## config.mk

```make
export PLATFORM = sky130hd
export DESIGN_NAME = frame_cmd_tx
export DESIGN_NICKNAME = d
export VERILOG_FILES = /design/src/rtl/cmdtx_pkg.sv /design/src/rtl/cmdtx_paybuf.sv /design/src/rtl/cmdtx_replywait.sv /design/src/rtl/cmdtx_framer.sv /design/src/rtl/frame_cmd_tx.sv
export SDC_FILE = /design/constraint.sdc
export NUM_CORES = 1
export LEC_CHECK = 0
export BUFFER_PORTS_ARGS = -buffer_cell sky130_fd_sc_hd__buf_2
export CAP_MARGIN = 10
export CORE_AREA = 5 5 162 164
export CTS_CLUSTER_DIAMETER = 30
export DETAILED_ROUTE_END_ITERATION = 7
export DIE_AREA = 0 0 167 169
export PLACE_DENSITY = 0.76
export SYNTH_ARGS = -nofsm -noshare
export SYNTH_HDL_FRONTEND = slang
export SYNTH_SLANG_ARGS = --single-unit
```

## constraint.sdc

```tcl
create_clock -name clk -period 3.04 [get_ports clk]
set_input_delay 0.152 -clock clk [delete_from_list [all_inputs] [get_ports clk]]
set_output_delay 0.152 -clock clk [all_outputs]
set_load 0.01 [all_outputs]
```

## src/rtl/cmdtx_pkg.sv

```systemverilog
package cmdtx_pkg;
  localparam logic [7:0] MARK_OPEN  = 8'h7E;
  localparam logic [7:0] MARK_CLOSE = 8'h7F;
  localparam logic [7:0] REPLY_POS  = 8'h06;
  localparam logic [7:0] REPLY_NEG  = 8'h15;

  typedef enum logic [2:0] {
    ST_IDLE, ST_OPEN, ST_CODE, ST_CNT, ST_PAY, ST_SUM, ST_CLOSE, ST_WAIT
  } tx_state_t;

  // One step of the running frame checksum.
  function automatic logic [7:0] sum_step(input logic [7:0] acc, input logic [7:0] b);
    return acc ^ b;
  endfunction
endpackage

```

## src/rtl/cmdtx_paybuf.sv

```systemverilog
module cmdtx_paybuf #(
  parameter int DEPTH = 32,
  localparam int AW = $clog2(DEPTH)
) (
  input  logic          clk,
  input  logic          we,
  input  logic [AW-1:0] waddr,
  input  logic [7:0]    wdata,
  input  logic [AW-1:0] raddr,
  output logic [7:0]    rdata
);
  logic [7:0] mem [DEPTH];

  always_ff @(posedge clk) begin
    if (we) mem[waddr] <= wdata;
  end

  assign rdata = mem[raddr];
endmodule

```

## src/rtl/cmdtx_replywait.sv

```systemverilog
module cmdtx_replywait #(
  parameter int TW = 16
) (
  input  logic          clk,
  input  logic          rst_n,
  input  logic          in_wait,
  input  logic [TW-1:0] limit,
  input  logic          rx_valid,
  input  logic [7:0]    rx_data,
  output logic          hit_pos,
  output logic          hit_neg,
  output logic          hit_expire,
  output logic          done_ok,
  output logic          done_nack,
  output logic          done_timeout
);
  import cmdtx_pkg::*;

  logic [TW-1:0] timer;

  assign hit_pos    = in_wait && rx_valid && (rx_data == REPLY_POS);
  assign hit_neg    = in_wait && rx_valid && (rx_data == REPLY_NEG);
  assign hit_expire = in_wait && !hit_pos && !hit_neg && (timer == limit);

  always_ff @(posedge clk) begin
    if (!rst_n) begin
      timer        <= '0;
      done_ok      <= 1'b0;
      done_nack    <= 1'b0;
      done_timeout <= 1'b0;
    end else begin
      done_ok      <= hit_pos;
      done_nack    <= hit_neg;
      done_timeout <= hit_expire;
      if (!in_wait)          timer <= '0;
      else if (timer != limit) timer <= timer + 1'b1;
    end
  end
endmodule

```

## src/rtl/cmdtx_framer.sv

```systemverilog
module cmdtx_framer #(
  parameter int MAX_PAY = 32,
  localparam int AW = $clog2(MAX_PAY),
  localparam int CW = $clog2(MAX_PAY + 1)
) (
  input  logic          clk,
  input  logic          rst_n,
  input  logic          start,
  input  logic [7:0]    code_in,
  input  logic [CW-1:0] cnt_in,
  input  logic [7:0]    pay_byte,
  input  logic          tx_ready,
  input  logic          wait_end,
  output logic [AW-1:0] pay_idx,
  output logic [7:0]    tx_data,
  output logic          tx_valid,
  output logic          busy,
  output logic          in_wait,
  output logic          accept,
  output logic          close_fire
);
  import cmdtx_pkg::*;

  tx_state_t     state;
  logic [7:0]    code_q;
  logic [CW-1:0] cnt_q;
  logic [CW-1:0] idx;
  logic [7:0]    sum;
  logic          fire;

  assign tx_valid   = (state != ST_IDLE) && (state != ST_WAIT);
  assign busy       = (state != ST_IDLE);
  assign in_wait    = (state == ST_WAIT);
  assign accept     = start && (state == ST_IDLE);
  assign fire       = tx_valid && tx_ready;
  assign close_fire = fire && (state == ST_CLOSE);
  assign pay_idx    = idx[AW-1:0];

  always_comb begin
    case (state)
      ST_OPEN:  tx_data = MARK_OPEN;
      ST_CODE:  tx_data = code_q;
      ST_CNT:   tx_data = 8'(cnt_q);
      ST_PAY:   tx_data = pay_byte;
      ST_SUM:   tx_data = sum;
      ST_CLOSE: tx_data = MARK_CLOSE;
      default:  tx_data = 8'h00;
    endcase
  end

  always_ff @(posedge clk) begin
    if (!rst_n) begin
      state  <= ST_IDLE;
      code_q <= '0;
      cnt_q  <= '0;
      idx    <= '0;
      sum    <= '0;
    end else if (accept) begin
      state  <= ST_OPEN;
      code_q <= code_in;
      cnt_q  <= cnt_in;
      idx    <= '0;
      sum    <= '0;
    end else if (in_wait) begin
      if (wait_end) state <= ST_IDLE;
    end else if (fire) begin
      case (state)
        ST_OPEN: state <= ST_CODE;
        ST_CODE: begin
          sum   <= sum_step(sum, code_q);
          state <= ST_CNT;
        end
        ST_CNT: begin
          sum   <= sum_step(sum, 8'(cnt_q));
          state <= (cnt_q == '0) ? ST_SUM : ST_PAY;
        end
        ST_PAY: begin
          sum <= sum_step(sum, pay_byte);
          if (idx == cnt_q - 1'b1) state <= ST_SUM;
          else                     idx   <= idx + 1'b1;
        end
        ST_SUM:   state <= ST_CLOSE;
        ST_CLOSE: state <= ST_WAIT;
        default:  state <= ST_IDLE;
      endcase
    end
  end
endmodule

```

## src/rtl/frame_cmd_tx.sv

```systemverilog
module frame_cmd_tx #(
  parameter int MAX_PAY = 32,
  parameter int TW      = 16,
  localparam int AW = $clog2(MAX_PAY),
  localparam int CW = $clog2(MAX_PAY + 1)
) (
  input  logic          clk,
  input  logic          rst_n,
  input  logic          buf_we,
  input  logic [AW-1:0] buf_addr,
  input  logic [7:0]    buf_wdata,
  input  logic          start,
  input  logic [7:0]    cmd_code,
  input  logic [CW-1:0] pay_count,
  input  logic [TW-1:0] ack_limit,
  output logic [7:0]    tx_data,
  output logic          tx_valid,
  input  logic          tx_ready,
  input  logic [7:0]    rx_data,
  input  logic          rx_valid,
  output logic          busy,
  output logic          done_ok,
  output logic          done_nack,
  output logic          done_timeout
);
  logic [CW-1:0] cnt_eff;
  logic [AW-1:0] pay_idx;
  logic [7:0]    pay_byte;
  logic          in_wait, accept, close_fire;
  logic          hit_pos, hit_neg, hit_expire;

  assign cnt_eff = (pay_count > CW'(MAX_PAY)) ? CW'(MAX_PAY) : pay_count;

  cmdtx_paybuf #(.DEPTH(MAX_PAY)) u_buf (
    .clk(clk), .we(buf_we && !busy), .waddr(buf_addr), .wdata(buf_wdata),
    .raddr(pay_idx), .rdata(pay_byte)
  );

  cmdtx_framer #(.MAX_PAY(MAX_PAY)) u_framer (
    .clk(clk), .rst_n(rst_n), .start(start), .code_in(cmd_code),
    .cnt_in(cnt_eff), .pay_byte(pay_byte), .tx_ready(tx_ready),
    .wait_end(hit_pos || hit_neg || hit_expire), .pay_idx(pay_idx),
    .tx_data(tx_data), .tx_valid(tx_valid), .busy(busy), .in_wait(in_wait),
    .accept(accept), .close_fire(close_fire)
  );

  cmdtx_replywait #(.TW(TW)) u_wait (
    .clk(clk), .rst_n(rst_n), .in_wait(in_wait), .limit(ack_limit),
    .rx_valid(rx_valid), .rx_data(rx_data), .hit_pos(hit_pos),
    .hit_neg(hit_neg), .hit_expire(hit_expire), .done_ok(done_ok),
    .done_nack(done_nack), .done_timeout(done_timeout)
  );
endmodule

```

# Word level (Yosys, flattened, before mapping)
# Memories as Yosys holds them, arrays and structs flattened. A register that Yosys moved wholly into a read port is not among the register bits.
# Cells that the tools add are included.
# op_classes
addsub	3
multipliers	0
div	0
magnitude_cmp	1
n_eq_ne	17
shifts	0
muxes	14
bitwise_logic	6
n_reduce_logical	27
# op_table
cell	count
$pmux 8 s6	1
$pmux 8 s3	1
$pmux 3 s6	1
$add 16x1->16 const B	1
$eq 16x16->1	1
$ne 16x16->1	1
$xor 8x8->8	2
$eq 3x3->1 const B	4
$mux 3	4
$logic_and 1x1->1	10
$mux 5	2
$reduce_and 3->1	3
$reduce_bool 3->1	3
$eq 8x3->1 const B	1
$eq 8x5->1 const B	1
$xor 8x6->8	1
$add 6x1->6 const B	1
$eq 3x2->1 const B	2
$eq 6x6->1	1
$gt 6x6->1 const B	1
$logic_not 6->1	1
$mux 6	1
$ne 3x3->1 const B	2
$sub 6x1->6 const B	1
13 further kinds	21
# totals
ff_bits	50
latch_bits	0
mem_bits_rw	256
rom_bits	0
in_bits	57
output_inout_bits	13
memories	1
# mem_list
name	words	width	read_ports	rd_ports_with_merged_regs	wr	line	source
u_buf.mem	32	8	1	1	1	cmdtx_paybuf.sv:12	logic [7:0] mem [DEPTH];

# Depth between registers and ports, before layout
# Gate-level depths: netlist of run 1.
# logic_depth
word_depth	11
ltp_mapped	11
depth_no_buf	8

# Cells and area by module
# A second synthesis of run 1 with hierarchy kept.
# unflattened
cells_unflattened	806
area_unflattened_um2	13025.0
# modules_own_cells
mod	n_inst	cells_per_inst	area_each_um2	seq_area_each_um2
cmdtx_paybuf	1	409	9893.2	7687.4
cmdtx_framer	1	259	1974.4	620.6
cmdtx_replywait	1	130	1109.8	380.4
frame_cmd_tx	1	8	47.5	0.0

# Least setup slack after synthesis of run 1
# No wires, ideal clock.
# synth_path
kind	register to register
from	register u_framer.state[0]
to	memory u_buf.mem[0][0] (enable)
setup_time_ns	0.370
arrival_ns	2.039
t_required_ns	2.670
path_slack_ns	0.631
path_stages_with_launch	9
n_path_buf	2
path_cell_list	dfxtp_1 inv_1 ha_1 clkbuf_1 nor2b_1 nand2_1 or3_1 clkbuf_1 nor2_1
# synth_via
elab_chain_cells	5
# synth_rtl
item	line	source
from (decl)	cmdtx_framer.sv:24	tx_state_t state;
from (signal assigned)	cmdtx_framer.sv:75	state <= (cnt_q == '0) ? ST_SUM : ST_PAY;
$reduce_bool 3->1	cmdtx_framer.sv:32	assign busy = (state != ST_IDLE);
$logic_not 1->1	frame_cmd_tx.sv:35	.clk(clk), .we(buf_we && !busy), .waddr(buf_addr), .wdata(buf_wdata),
$logic_and 1x1->1	frame_cmd_tx.sv:35	
$mux 1	cmdtx_paybuf.sv:15	if (we) mem[waddr] <= wdata;
$mux 1 (not written as such)	cmdtx_paybuf.sv:15	
to (decl)	cmdtx_paybuf.sv:12	
# No other way between the ends.

==> reports/results.ini, run 1 <==
[finish]
final_layout_size_suffix_gt1_frac = 0.235
final_cell_mix = edfxtp_1 (256), nand2_1 (81), nor2_1 (76)
multiInputGateArea_sq_um = 4220
mostFrequentLayoutCell = edfxtp_1
syn2layout_area_growth_pct = 25.0
nets = 1168
seq_area_sq_um = 8800
fill_cells = 1617

[synthesis]
synth_cell_types = 62
synth_fp_nets = 1006
synthXorXnorAreaFrac = 0.0178
yosys.area_share.adder = 0.00658
synth-compound-area-share = 0.0801
yosysSeqAreaShare = 0.660
synth_area_sq_um = 13300
synthesis.instances = 942
synth_warnings = 0
yosys.area_share.simple = 0.101
synth_top_family_by_area = multiplexers
synth_ff_type = edfxtp_1
ys_ff_latch = 311
synthArstFlopShare = 0
synth_enable_flop_cells = 256
muxShareOfSynthArea = 0.111
avgSynthCellArea_sq_um = 14.1

[placement]
place.gp.congestion = 0.928
dp_hpwl_mm = 20.3
dp_slack_ns = 0.386
numPortBuffers = 69

[sta]
hold_viol_final = 0
fin_crit_sh = 0.963
skew_ns = 0.0140
fin_setup_tns_ns = 0
post-route-min-period_ns = 2.93
worst_pin_slew_ns = 0.723
setup_slack_ns = 0.114
max_slew_margin = 0.516
timing.hold.ws_ns = 0.0983
max_freq_mhz = 342
rsz0062_at_grt = false
slew_violations = 0
setup_violations = 0

[critical_path]
crit_path_cell_trace = buf_12 > mux4_2 > a22oi_1 > nand3_1 > nand2_1 > o221ai_1 > buf_2
cp.depth = 7
crit_buf_inv = 2
arrival_ns = 2.77
worstPathMaxFanout = 32
required_ns = 2.89
ff2ff_path_depth = 6
crit_type = reg2out
crit_family = multiplexers
max_stage_delay_ns = 0.57
cp-end-kind = output port
start_kind = flip-flop
cp_slowest_cell = mux4_2

[drt]
vias = 8713
post_drt_wl_per_cell_um = 22.1
drt_iter0_markers = 1040
vias_per_cell = 5.88
drc_errors = 0
routed_wl_mm = 32.7
dr.pass1.iters = 5
antenna_left = 0

[min_path]
min_path_type = in2reg
worstHoldPathCells = 4

[global_routing]
antenna_found_initial = 0
grt_max_degree = 33
grt_usage = 0.234
grt_pass1_vias = 8905
grt_pass1_wl_mm = 51.5
grt-ovfl-total = 0

[clock_tree]
cts_sinks = 311
tritoncts = built
cts_buffers = 59
ctsHtreeMaxLevel = 2
clk_latency_ns = 0.56
root_buffer = clkbuf_16
path_clk_slew_ns = 0.05
cts_setup_buffers = 0
clock_path_buffers = 3

[flow_run]
cap_viol_max_count = 0

[die]
initial_core_util = 0.538
chipHeight_um = 169
dieArea_sq_um = 28200
coreArea_sq_um = 24700
pin_count = 70
die_w_um = 167
rows = 58

[pwr]
p_leak_nw = 5.78
powerDensity_nw_per_um2 = 701
vdd_drop_max_v = 0.000907

[run_status]
status = finished, final reports clean

-- synthesized netlist by cell type, drive strengths merged, types with 4 or more instances --
master | n | area [sq um]
a21boi | 15 | 113
a21o | 5 | 37.5
a21oi | 35 | 183
a22oi | 45 | 338
a31o | 6 | 52.6
a31oi | 6 | 37.5
and2 | 6 | 37.5
and3 | 6 | 37.5
and4 | 4 | 35.0
buf | 18 | 128
clkbuf | 33 | 124
dfxtp | 55 | 1100
edfxtp | 256 | 7690
ha | 7 | 87.6
inv | 16 | 60.1
mux2i | 75 | 751
mux4 | 32 | 721
nand2 | 81 | 304
nand2b | 11 | 68.8
nand3 | 20 | 100
nand3b | 11 | 82.6
nand4 | 10 | 62.6
nor2 | 76 | 285
nor2b | 9 | 56.3
nor3 | 7 | 35.0
nor3b | 7 | 52.6
nor4 | 6 | 37.5
o21ai | 11 | 55.1
o221ai | 5 | 43.8
or4b | 5 | 50.1
xnor2 | 9 | 78.8
xor2 | 18 | 158
-- cell families (layout without fill, tap and decap cells) --
logic type               Yosys count  in the layout
buffers and inverters             68            277
multiplexers                     108            108
AND/OR/NAND/NOR                  270            270
flip-flops                       311            311
XOR/XNOR                          27             27
other                              0              1
AO/OA/AOI/OAI                    151            151
adder cells (fa/ha/maj)            7              7
-- stage by stage --
step,utilization,area (sq um),power (mW),instances
after floorplan,-,13300,4.92,942
after global placement,0.575,14200,5.09,1339
after detailed placement,0.575,14200,5.10,1339
after CTS,0.672,16600,11.7,1481
after global routing,0.673,16600,12.0,1481
final,0.673,16600,11.7,1482
-- what timing repair did --
item / 4_1_cts / 5_1_grt
endpoints found under the hold margin: 17 / 0
hold buffers: 34 / 0
endpoints found under the setup margin: 1 / 4
resized for setup: 1 / 5
cloned: 0 / 0
-- flip-flops by register name, indices dropped and copies added, names as in the netlist, named ones only --
register / flops
u_wait.done_ok: 1
u_wait.timer: 16
u_framer.cnt_q: 6
u_framer.state: 3
u_framer.code_q: 8
u_framer.idx: 6
u_buf.mem: 256
u_wait.done_nack: 1
u_framer.sum: 8
u_wait.done_timeout: 1
-- metal layers --
layer / GRT usage / up-vias / part of all wire
met5: 0 / - / 0
met4: 0.0797 / 0 / 0.031
met3: 0.0427 / 78 / 0.078
met2: 0.395 / 454 / 0.49
met1: 0.309 / 4222 / 0.40
li1: - / 3959 / -
-- worst paths after layout --
check	start	to	slack (ns)
worst min register to register	u_wait.timer[15]	u_wait.timer[15]	0.49
worst max register to register	u_framer.state[1]	u_buf.mem[12][7]	0.23
worst min-delay path	start	u_framer.state[0]	0.1
worst max-delay path	flip-flop	tx_data[2]	0.11
-- worst min-delay path, stage by stage --
cell,delay (ns)
buf_2,0.09
o21a_1,0.10
o311ai_0,0.12
mux2i_1,0.14
-- where the power goes --
group          internal (mW)  switching, mW  leakage [nW]
logic                  0.143          0.243          2.05
registers               4.65         0.0268          2.75
clock network           4.42           2.19         0.977
total                   9.21           2.46          5.78
-- cell type report --
class / count / share of cell area
tap: 330 / 0.0248
inverter: 17 / 0.00383
sequential: 311 / 0.528
antenna: 1 / 0.000150
clock inverter: 44 / 0.0337
clock buffer: 64 / 0.0898
timing repair buffer: 152 / 0.0658
multi-input combinational: 563 / 0.253
No activity file was read; power rests on OpenSTA's default activity.
==> run 2: changes to the inputs <==
- RECOVER_POWER: default -> 100
==> run 2 against run 1 <==
Sequential share of layout area grew 0.53 points. Critical path depth is the same. Setup slack lost 0.014 ns. Final cell count is essentially flat. Critical path type unchanged. Combinational power shrank 2%. Largest cell class unchanged. Total power is essentially flat. Register-to-register slack lost 0.05 ns. Highest routed layer unchanged. Non-clock buffer count is the same. Critical endpoint unchanged. Sequential power is essentially flat. Sequential cell count is the same. The flow now finishes with violations (max-capacitance violations, max-slew violations). Clock skew is essentially flat. Utilization shrank 0.66 points.
==> reports/results.ini, run 2 (same netlist as run 1, synthesis figures left out) <==
[run_status]
status = finished, violations left  ; was finished, final reports clean
violations = max-capacitance violations, max-slew violations

[critical_path]
required_ns = 2.89  ; about the same
worstPathMaxFanout = 32  ; unchanged
cp-end-kind = output port  ; unchanged
cp_slowest_cell = mux4_2  ; unchanged
ff2ff_setup_slack_ns = 0.18  ; was 0.23 ns
ff2ff_path_depth = 7  ; was 6
r2r-end = u_buf.mem[4][1]  ; was u_buf.mem[12][7]
r2r_start = u_framer.state[1]  ; unchanged
crit_family = multiplexers  ; unchanged
crit_buf_inv = 2  ; unchanged
max_stage_delay_ns = 0.57  ; about the same
arrival_ns = 2.79  ; was 2.77 ns
crit_path_cell_trace = buf_12 > mux4_2 > a22oi_1 > nand3_1 > nand2_1 > o221ai_1 > buf_2  ; unchanged
crit_type = reg2out  ; unchanged
start_kind = flip-flop  ; unchanged

[drt]
post_drt_wl_per_cell_um = 22.2  ; was 22.1 um
dr.pass1.iters = 6  ; was 5
routed_wl_mm = 32.9  ; was 32.7 mm
drt_iter0_markers = 1004  ; was 1040
antenna_left = 0  ; unchanged
vias = 8811  ; was 8713
vias_per_cell = 5.95  ; was 5.88
drc_errors = 0  ; unchanged

[min_path]
min_path_type = in2reg  ; unchanged
worstHoldPathCells = 4  ; unchanged
min_to = u_framer.state[0]  ; unchanged
hold_start = start  ; unchanged

[finish]
largestRegisters = u_buf.mem x256, u_wait.timer x16  ; unchanged
instances_no_fill = 1481  ; was 1482
syn2layout_area_growth_pct = 23.8  ; was 25.0%
nets = 1168  ; unchanged
final_layout_size_suffix_gt1_frac = 0.191  ; was 0.235
fill_cells = 1682  ; was 1617
antenna_cells = 0  ; was 1
largest_register_ffs = 256  ; unchanged
final_cell_mix = edfxtp_1 (256), nand2_1 (81), nor2_1 (76)  ; unchanged
postLayoutCellArea_sq_um = 16500  ; was 16600 sq um
top_register = u_buf.mem  ; unchanged
mostFrequentLayoutCell = edfxtp_1  ; unchanged

[die]
pin_count = 70  ; unchanged
initial_core_util = 0.538  ; unchanged
chipHeight_um = 169  ; unchanged
die_w_um = 167  ; unchanged
dieArea_sq_um = 28200  ; unchanged
rows = 58  ; unchanged
coreArea_sq_um = 24700  ; unchanged

[sta]
worst_pin_slew_ns = 1.66  ; was 0.723 ns
max_freq_mhz = 340  ; was 342 MHz
skew_ns = 0.0140  ; about the same
hold_viol_final = 0  ; unchanged
rsz0062_at_grt = false  ; unchanged
timing.hold.ws_ns = 0.101  ; was 0.0983 ns
post-route-min-period_ns = 2.94  ; was 2.93 ns
setup_violations = 0  ; unchanged
fin_crit_sh = 0.967  ; was 0.963
max_slew_margin = -0.109  ; was 0.516
slew_violations = 198  ; was 0
fin_setup_tns_ns = 0  ; unchanged

[clock_tree]
ctsHtreeMaxLevel = 2  ; unchanged
root_buffer = clkbuf_16  ; unchanged
path_clk_slew_ns = 0.05  ; about the same
cts_sinks = 311  ; unchanged
clk_latency_ns = 0.57  ; was 0.56 ns
cts_buffers = 59  ; unchanged
clock_path_buffers = 3  ; unchanged
tritoncts = built  ; unchanged

[pwr]
powerDensity_nw_per_um2 = 708  ; was 701 nW/um^2
vdd_drop_max_v = 0.000907  ; about the same
switching_power_mw = 2.46  ; about the same
p_clk_frac = 0.566  ; about the same
p_leak_nw = 5.59  ; was 5.78 nW
intPower_mw = 9.21  ; about the same
comb_power_share = 0.032  ; was 0.033
sw_frac_of_total = 0.211  ; about the same
seq_power_share = 0.401  ; about the same

[placement]
numPortBuffers = 69  ; unchanged
dp_cells = 1339  ; unchanged
dp_hpwl_mm = 20.3  ; unchanged
placed_cell_area_sq_um = 14200  ; unchanged
place.gp.congestion = 0.928  ; unchanged

[global_routing]
antenna_found_initial = 0  ; unchanged
grt_usage = 0.234  ; unchanged
grt_pass1_wl_mm = 51.5  ; unchanged
grt_pass1_vias = 8905  ; unchanged
grt-ovfl-total = 0  ; unchanged
grt_max_degree = 33  ; unchanged

[flow_run]
cap_viol_max_count = 6  ; was 0

==> run 2: cell types whose count changed in the layout (fill, tap and decap cells not counted), moves of 3 or more <==
cell / change
clkbuf_1: +46
clkbuf_2: +3
buf_2: -15
buf_4: -34
==> run 2: metrics by stage <==
stage	total power, mW	worst slack [ns]	util
3_3_place_gp	5.09	0.473	0.575
3_5_place_dp	5.10	0.386	0.575
4_1_cts	11.7	0.108	0.672
2_1_floorplan	4.92	0.631	-
5_1_grt	12.0	0.00240	0.666
6_report	11.7	0.100	0.666
==> run 2: power by group through the flow <==
stage                     combinational (mW)  sequential [mW]  clock, mW
after CTS                              0.377             4.68       6.67
after detailed placement               0.339             4.76          0
after global placement                 0.332             4.76          0
after floorplan                        0.174             4.75          0
after global routing                   0.409             4.68       6.90
final                                  0.378             4.68       6.61
==> run 2: cell type report <==
class / instances / area [sq um] / share of cell area
Multi-Input combinational cell: 563 / 4200 / 0.255
Inverter: 17 / 63.8 / 0.00387
Tap cell: 330 / 413 / 0.0251
Clock inverter: 44 / 561 / 0.0340
Sequential cell: 311 / 8800 / 0.534
Clock buffer: 64 / 1500 / 0.0907
Timing Repair Buffer: 152 / 952 / 0.0578
==> run 2: metal layers <==
layer / up-vias / wire, um / GRT usage
met5: - / 0 / 0
met4: 0 / 1000 / 0.0797
met3: 78 / 2450 / 0.0427
met2: 468 / 16200 / 0.395
met1: 4310 / 13200 / 0.309
li1: 3955 / - / -
==> run 2: worst max-delay path by stage <==
stage	start	slack, ns	depth (start not counted)	to
5_1_grt	flip-flop	0.002	7	tx_data[2]
3_5_place_dp	u_framer.state[0]	0.39	6	u_buf.mem[12][0]
3_3_place_gp	u_framer.state[0]	0.47	6	u_buf.mem[12][0]
6_report	flip-flop	0.10	7	tx_data[2]
2_1_floorplan	u_framer.state[0]	0.63	8	u_buf.mem[0][0]
4_1_cts	flip-flop	0.11	7	tx_data[2]
==> run 2: tightest hold or removal path, delay by kind of cell <==
kind,cells,cell delay [ns]
multiplexers,1,0.14
AO/OA/AOI/OAI,2,0.22
buffers and inverters,1,0.10
==> run 2: what timing repair did <==
item | in CTS | in global routing
hold buffers | 34 | 0
endpoints found under the setup margin | 1 | 4
setup buffers | 0 | 0
resized for setup | 1 | 5
hold endpoints to repair | 17 | 0
